[src/rtl/twr16_slave.sv]
module twr16_slave #(
  parameter logic [6:0] DEV_ADDR = 7'b1010110,
  parameter int         PTR_W    = 5,
  parameter int         FILT     = 4
) (
  input  logic             clk,
  input  logic             rst_n,
  input  logic             scl_i,
  input  logic             sda_i,
  output logic             sda_oe,
  output logic [PTR_W-1:0] reg_addr,
  output logic             reg_wr,
  output logic [15:0]      reg_wdata,
  output logic             reg_rd,
  input  logic [15:0]      reg_rdata
);

  typedef enum logic [2:0] {S_IDLE, S_RX, S_RACK, S_TX, S_TACK} st_t;
  typedef enum logic [2:0] {B_ADDR, B_PTR, B_HI, B_LO, B_REST} bt_t;

  logic [1:0]      sy1, sy2, flt, flt_q;
  logic [FILT-1:0] hist [2];

  always_ff @(posedge clk) begin
    if (!rst_n) begin
      sy1   <= '1;
      sy2   <= '1;
      flt   <= '1;
      flt_q <= '1;
      for (int k = 0; k < 2; k++) hist[k] <= '1;
    end else begin
      sy1   <= {scl_i, sda_i};
      sy2   <= sy1;
      flt_q <= flt;
      for (int k = 0; k < 2; k++) begin
        hist[k] <= {hist[k][FILT-2:0], sy2[k]};
        if (&hist[k])       flt[k] <= 1'b1;
        else if (~|hist[k]) flt[k] <= 1'b0;
      end
    end
  end

  wire sda_f    = flt[0];
  wire scl_rise = flt[1] & ~flt_q[1];
  wire scl_fall = ~flt[1] & flt_q[1];
  wire start_c  = flt[1] & flt_q[1] & flt_q[0] & ~flt[0];
  wire stop_c   = flt[1] & flt_q[1] & ~flt_q[0] & flt[0];

  st_t             st;
  bt_t             bt;
  logic [2:0]      cnt;
  logic [7:0]      sh, whi, wlo;
  logic            got, rnw, wr_go, rd_cap, mack;
  logic [PTR_W-1:0] ptr;
  logic [15:0]     rbuf;

  assign reg_addr  = ptr;
  assign reg_wdata = {whi, wlo};

  always_ff @(posedge clk) begin
    if (!rst_n) begin
      st <= S_IDLE; bt <= B_ADDR; cnt <= '0; sh <= '0; whi <= '0; wlo <= '0;
      got <= 1'b0; rnw <= 1'b0; wr_go <= 1'b0; rd_cap <= 1'b0; mack <= 1'b0;
      ptr <= '0; rbuf <= '0; sda_oe <= 1'b0; reg_wr <= 1'b0; reg_rd <= 1'b0;
    end else begin
      reg_wr <= 1'b0;
      reg_rd <= 1'b0;
      rd_cap <= reg_rd;
      if (rd_cap) rbuf <= reg_rdata;
      if (start_c) begin
        st <= S_RX; bt <= B_ADDR; cnt <= '0; got <= 1'b0; sda_oe <= 1'b0; wr_go <= 1'b0;
      end else if (stop_c) begin
        st <= S_IDLE; sda_oe <= 1'b0; wr_go <= 1'b0;
      end else begin
        case (st)
          S_RX: begin
            if (scl_rise) begin
              sh  <= {sh[6:0], sda_f};
              cnt <= cnt + 3'd1;
              got <= (cnt == 3'd7);
            end else if (scl_fall && got) begin
              got <= 1'b0;
              st  <= S_RACK;
              case (bt)
                B_ADDR: begin
                  if (sh[7:1] == DEV_ADDR) begin
                    sda_oe <= 1'b1;
                    rnw    <= sh[0];
                    reg_rd <= sh[0];
                  end else begin
                    st <= S_IDLE;
                  end
                end
                B_PTR: begin sda_oe <= 1'b1; ptr <= sh[PTR_W-1:0]; end
                B_HI:  begin sda_oe <= 1'b1; whi <= sh; end
                B_LO:  begin sda_oe <= 1'b1; wlo <= sh; wr_go <= 1'b1; end
                default: ;
              endcase
            end
          end
          S_RACK: begin
            if (scl_fall) begin
              cnt <= '0;
              if (wr_go) begin reg_wr <= 1'b1; wr_go <= 1'b0; end
              if (bt == B_ADDR && rnw) begin
                st <= S_TX; bt <= B_HI; sh <= rbuf[15:8]; sda_oe <= ~rbuf[15];
              end else begin
                sda_oe <= 1'b0;
                st     <= S_RX;
                case (bt)
                  B_ADDR:  bt <= B_PTR;
                  B_PTR:   bt <= B_HI;
                  B_HI:    bt <= B_LO;
                  default: bt <= B_REST;
                endcase
              end
            end
          end
          S_TX: begin
            if (scl_fall) begin
              cnt <= cnt + 3'd1;
              if (cnt == 3'd7) begin
                st <= S_TACK; sda_oe <= 1'b0;
              end else begin
                sda_oe <= ~sh[6];
                sh     <= {sh[6:0], 1'b0};
              end
            end
          end
          S_TACK: begin
            if (scl_rise) mack <= ~sda_f;
            else if (scl_fall) begin
              if (mack && bt == B_HI) begin
                st <= S_TX; bt <= B_LO; cnt <= '0; sh <= rbuf[7:0]; sda_oe <= ~rbuf[7];
              end else begin
                st <= S_IDLE;
              end
            end
          end
          default: ;
        endcase
      end
    end
  end

endmodule

[config.mk]
export PLATFORM = sky130hd
export DESIGN_NAME = twr16_slave
export DESIGN_NICKNAME = d
export VERILOG_FILES = /design/src/rtl/twr16_slave.sv
export SDC_FILE = /design/constraint.sdc
export NUM_CORES = 1
export LEC_CHECK = 0
export BUFFER_PORTS_ARGS = -buffer_cell sky130_fd_sc_hd__buf_4
export CAP_MARGIN = 0
export CORE_ASPECT_RATIO = 1.1
export CORE_UTILIZATION = 61
export DETAILED_ROUTE_END_ITERATION = 6
export GPL_TIMING_DRIVEN = 0
export PLACE_DENSITY = 0.87
export SLEW_MARGIN = 20
export SYNTH_ARGS = -nofsm -noshare
export SYNTH_HDL_FRONTEND = slang
export SYNTH_SLANG_ARGS = --single-unit
[constraint.sdc]
create_clock -name clk -period 3.28 [get_ports clk]
set_input_delay 0.82 -clock clk [delete_from_list [all_inputs] [get_ports clk]]
set_output_delay 0.82 -clock clk [all_outputs]
set_load 0.1 [all_outputs]
==> results of run 1 <==
[worst paths after layout]
path | slack (ps) | cells past startpoint | end
max | 1300 | 6 | whi[1]$_SDFFE_PN0P_
min | 410 | 1 | sy2[1]$_SDFF_PN1_
max reg2reg | 1300 | 6 | whi[1]$_SDFFE_PN0P_
min reg2reg | 410 | 1 | sy2[1]$_SDFF_PN1_
[metrics by stage]
stage | cell area, µm² | hold WS, ps | total power [mW] | utilization
after floorplan | 3360 | 386 | 0.992 | -
after global placement | 3770 | 388 | 1.02 | 0.729
after detailed placement | 3770 | 394 | 1.02 | 0.729
after CTS | 3980 | 417 | 1.77 | 0.770
after global routing | 3980 | 430 | 1.82 | 0.770
final | 3980 | 414 | 1.77 | 0.770
[layout make-up]
cell class | instances | area, µm²
fillers | 389 | 1190
repair buffers | 42 | 315
flip-flops and latches | 78 | 1560
well taps | 72 | 90.1
clock inverters | 6 | 86.3
inverters | 3 | 11.3
multi-input cells | 248 | 1670
clock buffers | 10 | 128
plain buffers | 24 | 119
[cell families after synthesis]
group,after synthesis,share of synthesized area
flip-flops,78,0.464
multiplexers,41,0.126
XOR/XNOR,1,0.00261
AO/OA/AOI/OAI,67,0.130
AND/OR/NAND/NOR,137,0.231
buffers and inverters,27,0.0387
adder cells (fa/ha/maj),2,0.00744
[state kept, by name, indices dropped and copies added (netlist names)]
name and flops:
rbuf 16, hist 8, sh 8, whi 8, wlo 8, reg_addr 5
bt 3, cnt 3, st 3, flt 2, flt_q 2, sy1 2
sy2 2, got 1, mack 1, rd_cap 1, reg_rd 1, reg_wr 1
rnw 1, sda_oe 1, wr_go 1
[cell usage after synthesis, types with 2 or more instances]
library cell	count	area, µm²
nand4bb_1	3	33.8
buf_6	2	22.5
dfxtp_1	78	1560
inv_1	3	11.3
nand3_1	13	65.1
nor3b_1	4	30.0
o211ai_1	2	15.0
or2_2	2	12.5
a21oi_1	23	115
nand2_1	13	48.8
nor2_1	41	154
a31oi_1	2	12.5
nand2b_1	19	119
o31ai_1	6	45.0
and4b_1	2	20.0
clkbuf_1	9	33.8
or3_1	3	18.8
a22oi_1	9	67.6
ha_1	2	25.0
buf_2	10	50.1
nor2b_1	19	119
buf_1	2	7.51
and3_1	2	12.5
mux2i_1	40	400
o21ai_0	12	60.1
nor3_1	5	25.0
[critical path, stage by stage (launching register included)]
cell and delay (ps):
dfxtp_1 380, nor2b_1 220, nand4b_1 300, or4_1 480, buf_2 210, mux2i_1 190, nor2_1 60
[layer usage]
layer / global-route usage / up-vias
li1: - / 1347
met1: 0.345 / 1314
met2: 0.464 / 81
met3: 0.0606 / 14
met4: 0.127 / 0
met5: 0 / -
[power breakdown]
part           switching, mW  internal (mW)  total [mW]
Sequential           0.00122          0.950       0.951
Clock                  0.348          0.427       0.775
Combinational         0.0224         0.0206      0.0430
Total                  0.372           1.40        1.77
==> flow_metrics.env, run 1 <==
export IMPL_yosysSeqAreaShare=0.464
export IMPL_max_slew_margin=0.604
export IMPL_rsz0062_at_grt="no"
export IMPL_clk_latency_ps=350
export IMPL_clock_skew_ps=7.96
export IMPL_post_cts_buffers=0
export IMPL_ys_warn_count=0
export IMPL_htree_levels=3
export IMPL_power_density_nw_per_um2=444
export IMPL_grt_total_usage=0.280
export IMPL_cp_end_kind="register"
export IMPL_start_util=0.650
export IMPL_worstPathArrival_ps=2200
export IMPL_gp_congestion=0.887
export IMPL_cp_required_ps=3500
export IMPL_post_drt_wl_per_cell_um=15.5
export IMPL_io_buffers=42
export IMPL_drcViolationCount=0
export IMPL_num_vias=2756
export IMPL_routed_wl_um=7490
export IMPL_num_nets_final=428
export IMPL_hp_class="register to register"
export IMPL_worstSetupStartpointType="register"
export IMPL_dp_slack_ps=1300
export IMPL_postCtsHoldBufs=0
export IMPL_hpwl_um=5200
export IMPL_firstDrtPassIters=5
export IMPL_p_leak_nw=1.55
export IMPL_fin_crit_ps=1980
export IMPL_status="complete, no violations"
export IMPL_ys_ff_latch=78
export IMPL_min_delay_start="sy1[1]$_SDFF_PN1_"
export IMPL_fmax_mhz=506
export IMPL_gr_total_overflow=0
export IMPL_netlist_instances=353
export IMPL_crit_fanout=8
export IMPL_cts_buffer_depth=2
export IMPL_async_flop_share=0
export IMPL_die_y_um=79.9
export IMPL_wl_met1_um=3300
export IMPL_drive_gt1_frac=0.197
export IMPL_root_buffer="clkbuf_8"
export IMPL_grt_pass1_vias=2543
export IMPL_areaGrowthSynthToFinish_pct=18.4
export IMPL_route_met2_wl_um=3670
export IMPL_maxCapViolCount=0
export IMPL_post_drt_via_cell_ratio=5.71
export IMPL_die_x_um=72.8
export IMPL_setup_viol=0
export IMPL_layout_common_cells="78 x dfxtp_1, 42 x buf_4, 41 x nor2_1"
export IMPL_cts_tree="done"
export IMPL_cts_sinks=78
export IMPL_clkTransAtPathRegs_ps=80
export IMPL_synth_edf_count=0
export IMPL_fin_cells=483
export IMPL_slew_violations=0
export IMPL_coreArea_um2=5170
export IMPL_dieArea_um2=5810
export IMPL_antennaDiodeCount=0
export IMPL_top_layer="met4"
export IMPL_antenna_found_initial=0
export IMPL_grt_pass1_wl_um=12200
export IMPL_synth_ff_type="dfxtp_1"
export IMPL_syn_area_um2=3360
export IMPL_crit_start="st[0]$_SDFFE_PN0P_"
export IMPL_final_antenna_net_count=0
export IMPL_dp_cells=467
export IMPL_ys_types=53
export IMPL_timing_final_crit_share=0.603
export IMPL_ios=44
export IMPL_path_class="register to register"
export IMPL_cts_buffers=9
export IMPL_fin_tns_setup_ps=0
export IMPL_synth_fp_nets=375
export IMPL_cts_resized=0
export IMPL_num_rows=27
export IMPL_setup_ws_ps=1300
export IMPL_final_common_cell="dfxtp_1"
export IMPL_wl_met3_um=378
export IMPL_grt_max_degree=14
export IMPL_final_hold_viol_count=0
export IMPL_max_slew_worst_pin_slew_ps=589
export IMPL_peakVddDrop_uv=327
export IMPL_r2r_start="st[0]$_SDFFE_PN0P_"
export IMPL_drt_iter0_drc=224
export IMPL_avgSynthCellArea_um2=9.52
(Power assumes the default switching activity.)
==> run 2, diff against run 1 <==
--- a/config.mk
+++ b/config.mk
@@ -8,10 +8,10 @@
 export BUFFER_PORTS_ARGS = -buffer_cell sky130_fd_sc_hd__buf_4
 export CAP_MARGIN = 0
 export CORE_ASPECT_RATIO = 1.1
-export CORE_UTILIZATION = 61
+export CORE_UTILIZATION = 51
 export DETAILED_ROUTE_END_ITERATION = 6
 export GPL_TIMING_DRIVEN = 0
-export PLACE_DENSITY = 0.87
+export PLACE_DENSITY = 0.78
 export SLEW_MARGIN = 20
 export SYNTH_ARGS = -nofsm -noshare
 export SYNTH_HDL_FRONTEND = slang
==> constraint.sdc (replaced) <==
create_clock -name clk -period 1.66 [get_ports clk]
set_input_delay 0.415 -clock clk [delete_from_list [all_inputs] [get_ports clk]]
set_output_delay 0.415 -clock clk [all_outputs]
set_load 0.1 [all_outputs]
==> run 2 against run 1 <==
Net effect:
- the run now ends with setup timing left
- die area up 19%
- maximum frequency up 13%
- hold slack worse by 170 ps
- final cell count is 5.0% higher
- register-to-register slack worse by 1400 ps
- largest cell class unchanged
==> flow_metrics.env, run 2 (synthesis gave the netlist of run 1 again) <==
export IMPL_violations="setup timing"
export IMPL_cp_required_ps=1890
export IMPL_layout_common_cells="68 x dfxtp_1, 62 x buf_4, 41 x nor2_1"
export IMPL_grt_max_degree=15
export IMPL_clock_skew_ps=11.9
export IMPL_setup_ws_ps=-88.9
export IMPL_fmax_mhz=572
export IMPL_areaGrowthSynthToFinish_pct=28.4
export IMPL_post_drt_via_cell_ratio=5.84
export IMPL_cts_tree="done"
export IMPL_clk_latency_ps=360
export IMPL_hpwl_um=5160
export IMPL_max_slew_margin=0.580
export IMPL_clkTransAtPathRegs_ps=90
export IMPL_grt_pass1_wl_um=13000
export IMPL_cts_sinks=78
export IMPL_final_antenna_net_count=0
export IMPL_drive_gt1_frac=0.297
export IMPL_final_area_um2=4320
export IMPL_reg2reg_slack_ps=-90
export IMPL_num_rows=30
export IMPL_dp_cells=475
export IMPL_antennaDiodeCount=0
export IMPL_status="complete, but fails checks"
export IMPL_drcViolationCount=0
export IMPL_ios=44
export IMPL_path_class="register to register"
export IMPL_dieArea_um2=6920
export IMPL_total_power_mw=3.39
export IMPL_drt_iter0_drc=264
export IMPL_fill_cells=465
export IMPL_root_buffer="clkbuf_8"
export IMPL_critPathTopFamily="simple AND/OR/NAND/NOR gates"
export IMPL_grt_total_usage=0.248
export IMPL_p_leak_nw=1.66
export IMPL_die_y_um=87.2
export IMPL_regMostFlops="rbuf"
export IMPL_io_buffers=42
export IMPL_grt_pass1_vias=2717
export IMPL_slew_violations=0
export IMPL_crit_fanout=8
export IMPL_hp_class="primary input to register"
export IMPL_num_vias=2962
export IMPL_antenna_found_initial=0
export IMPL_setup_viol=22
export IMPL_post_drt_wl_per_cell_um=17.0
export IMPL_fin_cells=507
export IMPL_worstSetupStartpointType="register"
export IMPL_routed_wl_um=8610
export IMPL_cp_end_kind="register"
export IMPL_max_slew_worst_pin_slew_ps=626
export IMPL_die_x_um=79.4
export IMPL_cpPeakStageDelay_ps=520
export IMPL_largest_reg_flops=16
export IMPL_htree_levels=3
export IMPL_worstPathArrival_ps=1980
export IMPL_maxCapViolCount=0
export IMPL_final_hold_viol_count=0
export IMPL_worst_path_buf_inv=1
export IMPL_final_util=0.689
export IMPL_coreArea_um2=6270
export IMPL_firstDrtPassIters=5
export IMPL_num_nets_final=444
export IMPL_final_common_cell="dfxtp_1"
export IMPL_gr_total_overflow=0
export IMPL_multiInputGateArea_um2=1830
export IMPL_cts_buffers=9
export IMPL_gp_congestion=0.870
export IMPL_hold_ws_ps=243
export IMPL_cts_buffer_depth=2
export IMPL_placed_area_um2=3790
export IMPL_peakVddDrop_uv=707
export IMPL_cpMaxStageDelayCell="or4_4"
export IMPL_power_density_nw_per_um2=786
export IMPL_start_util=0.536
export IMPL_seqCellArea_um2=1590
export IMPL_rsz0062_at_grt="yes"
export IMPL_fin_crit_ps=1750
export IMPL_cp_cell_sequence="nor2b_4, nand4b_1, buf_6, or4_4, mux2i_1, nor2_1"
export IMPL_timing_final_crit_share=1.05
## run 2: per-stage QoR
stage,TNS [ps],worst slack (ps)
final,-971,-88.9
after global routing,-2830,-162
after CTS,-124,-24.6
after detailed placement,-4000,-221
after global placement,-3860,-212
after floorplan,0,8.12
## run 2: timing repair
| action | in CTS | in global routing |
|---|---|---|
| setup buffers | 12 | 6 |
| cloned | 1 | 0 |
| gates resized for setup | 37 | 24 |
| endpoints found under the hold margin | 0 | 0 |
| setup endpoints to repair | 36 | 43 |
| hold buffers | 0 | 0 |
| pin swaps | 7 | 6 |
## run 2: layout make-up
class	instances	share of cell area
buffer	21	0.0293
clock buffer	10	0.0296
clock inverter	6	0.0165
inverter	3	0.00261
multi-input combinational	248	0.423
sequential	78	0.368
tap	80	0.0232
timing repair buffer	61	0.108
## run 2: where the power goes
group	leakage (nW)	switching, mW	internal [mW]
Sequential	0.636	0.00231	1.87
Clock	0.0931	0.734	0.705
Combinational	0.935	0.0461	0.0408
## run 2: worst paths after layout
path,start,to,depth (start not counted)
max,st[0]$_SDFFE_PN0P_,whi[0]$_SDFFE_PN0P_,6
min,scl_i,sy1[1]$_SDFF_PN1_,2
max reg2reg,st[0]$_SDFFE_PN0P_,whi[0]$_SDFFE_PN0P_,6
min reg2reg,sy2[0]$_SDFF_PN1_,hist[0][0]$_SDFF_PN1_,1
## run 2: per-layer routing
| metal | wire [µm] | part of all wire | track usage |
|---|---|---|---|
| met3 | 492 | 0.057 | 0.0565 |
| met2 | 4300 | 0.50 | 0.422 |
| met4 | 249 | 0.029 | 0.101 |
| met1 | 3570 | 0.41 | 0.302 |
| met5 | 0 | 0 | 0 |
## run 2: worst reg2reg max path: stages, from the launching register on
cell and delay, ps:
dfxtp_4 380, nor2b_4 160, nand4b_1 130, buf_6 170
or4_4 530, mux2i_1 210, nor2_1 50
==> run 3, diff against run 2 <==
--- a/config.mk
+++ b/config.mk
@@ -11,7 +11,8 @@
 export CORE_UTILIZATION = 51
 export DETAILED_ROUTE_END_ITERATION = 6
 export GPL_TIMING_DRIVEN = 0
-export PLACE_DENSITY = 0.78
+export PLACE_DENSITY = 0.75
+export SKIP_LAST_GASP = 1
 export SLEW_MARGIN = 20
 export SYNTH_ARGS = -nofsm -noshare
 export SYNTH_HDL_FRONTEND = slang
==> run 3 against run 2 <==
Net effect:
- highest routed layer unchanged
- setup slack worse by 19 ps
- die area unchanged
- register-to-register slack worse by 20 ps
- total power shrank 5.0%
- the flow still finishes with violations (setup timing)
- combinational power grew 2%
- largest cell class unchanged
- largest power group unchanged
- clock power fell by 13%
- via count shrank 3.3%
- sequential power barely moved
- global-route usage is 0.67 points lower
- maximum frequency decreased by 1.1%
==> flow_metrics.env, run 3 (synthesis gave the netlist of run 1 again) <==
export IMPL_use_met3=0.0482
export IMPL_clkTransAtPathRegs_ps=80
export IMPL_num_vias=2863
export IMPL_post_drt_via_cell_ratio=5.60
export IMPL_cts_tree="done"
export IMPL_io_buffers=42
export IMPL_firstDrtPassIters=4
export IMPL_grt_pass1_vias=2676
export IMPL_slew_violations=0
export IMPL_cp_end_kind="register"
export IMPL_areaGrowthSynthToFinish_pct=29.1
export IMPL_path_class="register to register"
export IMPL_fmax_mhz=566
export IMPL_regMostFlops="rbuf"
export IMPL_htree_levels=3
export IMPL_postCtsHoldBufs=0
export IMPL_clk_latency_ps=350
export IMPL_peakVddDrop_uv=487
export IMPL_antennaDiodeCount=0
export IMPL_worstPathArrival_ps=2030
export IMPL_ios=44
export IMPL_maxCapViolCount=0
export IMPL_post_drt_wl_per_cell_um=15.8
export IMPL_final_util=0.692
export IMPL_p_leak_nw=1.68
export IMPL_timing_final_crit_share=1.06
export IMPL_coreArea_um2=6270
export IMPL_dieArea_um2=6920
export IMPL_rsz0062_at_grt="yes"
export IMPL_grt_total_usage=0.241
export IMPL_power_density_nw_per_um2=743
export IMPL_die_y_um=87.2
export IMPL_num_nets_final=449
export IMPL_final_hold_viol_count=0
export IMPL_violations="setup timing"
export IMPL_layout_common_cells="69 x dfxtp_1, 65 x buf_4, 40 x mux2i_1, 40 x nor2_1, 22 x a21oi_1"
export IMPL_drt_iter0_drc=204
export IMPL_largest_reg_flops=16
export IMPL_num_rows=30
export IMPL_hpwl_um=5200
export IMPL_gr_total_overflow=0
export IMPL_antenna_found_initial=0
export IMPL_setup_ws_ps=-108
export IMPL_worstSetupStartpointType="register"
export IMPL_gp_congestion=0.845
export IMPL_max_slew_margin=0.567
export IMPL_start_util=0.536
export IMPL_crit_fanout=6
export IMPL_cpPeakStageDelay_ps=570
export IMPL_hp_class="primary input to register"
export IMPL_cp_cell_sequence="or4b_4, mux2i_4, o22ai_4, buf_4, o31ai_2"
export IMPL_routed_wl_um=8100
export IMPL_die_x_um=79.4
export IMPL_drcViolationCount=0
export IMPL_clock_skew_ps=11.9
export IMPL_grt_max_degree=14
export IMPL_max_slew_worst_pin_slew_ps=646
export IMPL_cts_sinks=78
export IMPL_drive_gt1_frac=0.306
export IMPL_cts_buffers=9
export IMPL_cpMaxStageDelayCell="or4b_4"
export IMPL_setup_viol=15
export IMPL_final_antenna_net_count=0
export IMPL_cp_required_ps=1920
export IMPL_use_met2=0.397
export IMPL_grt_pass1_wl_um=12800
export IMPL_root_buffer="clkbuf_8"
export IMPL_grt_use_met1=0.315
export IMPL_status="complete, but fails checks"
export IMPL_final_common_cell="dfxtp_1"
export IMPL_total_power_mw=3.22
export IMPL_busiest_layer="met2"
export IMPL_cts_buffer_depth=2
export IMPL_fin_crit_ps=1770
run 3: cell types whose count changed in the layout (fill, tap and decap cells not counted), moves of 2 or more:
| cell | previous run | this run |
|---|---|---|
| nand3_2 | 5 | 1 |
| buf_4 | 62 | 65 |
| o31ai_2 | 1 | 4 |
| clkbuf_4 | 2 | 0 |
| o31ai_1 | 6 | 2 |
| nand3_1 | 8 | 11 |
| dfxtp_4 | 6 | 4 |
| clkinv_2 | 0 | 2 |
run 3: worst paths after layout:
check	start	to	slack, ps	depth (start not counted)
setup / recovery	bt[0]$_SDFFE_PP0P_	sh[4]$_SDFFE_PN0P_	-110	5
setup reg to reg	bt[0]$_SDFFE_PP0P_	sh[4]$_SDFFE_PN0P_	-110	5
hold reg to reg	sy1[1]$_SDFF_PN1_	sy2[1]$_SDFF_PN1_	410	1
hold / removal	scl_i	sy1[1]$_SDFF_PN1_	250	2
run 3: metal layers:
layer | vias to the layer above | share of wire
met3 | 12 | 0.054
met1 | 1363 | 0.44
met2 | 95 | 0.49
li1 | 1393 | -
met5 | - | 0
met4 | 0 | 0.014
run 3: layout make-up:
class                   count  area (µm²)
clock buffers              10         138
well taps                  80         100
fillers                   479        1930
repair buffers             64         493
inverters                   3        11.3
flip-flops and latches     78        1580
multi-input cells         248        1840
clock inverters             5        35.0
plain buffers              23         139
run 3: repair_timing:
item                                    4_1_cts  5_1_grt
endpoints found under the setup margin       36       34
gates resized for setup                      33       28
buffers inserted                             12        8
pin swaps                                     7       10
cloned                                        1        1
run 3: report_power, final:
part	internal [mW]	total, mW	switching (mW)
registers	1.87	1.87	0.00220
logic	0.0408	0.0885	0.0477
clock network	0.578	1.26	0.686
run 3: critical path, delay by kind of cell, from the launching register on:
kind,cells,cell delay (ps)
simple gates,1,570
compound gates,2,390
flops,1,370
mux,1,180
buf+inv,1,180
run 3: metrics by stage:
step           setup WS (ps)  TNS, ps  instance area (µm²)  cells  hold slack (ps)
2_1_floorplan           8.12        0                 3370    353              386
3_3_place_gp            -195    -3740                 3790    475              391
3_5_place_dp            -248    -4560                 3790    475              396
4_1_cts                -56.8     -401                 4170    502              238
5_1_grt                 -146    -2170                 4340    511              233
6_report                -108     -653                 4340    511              246
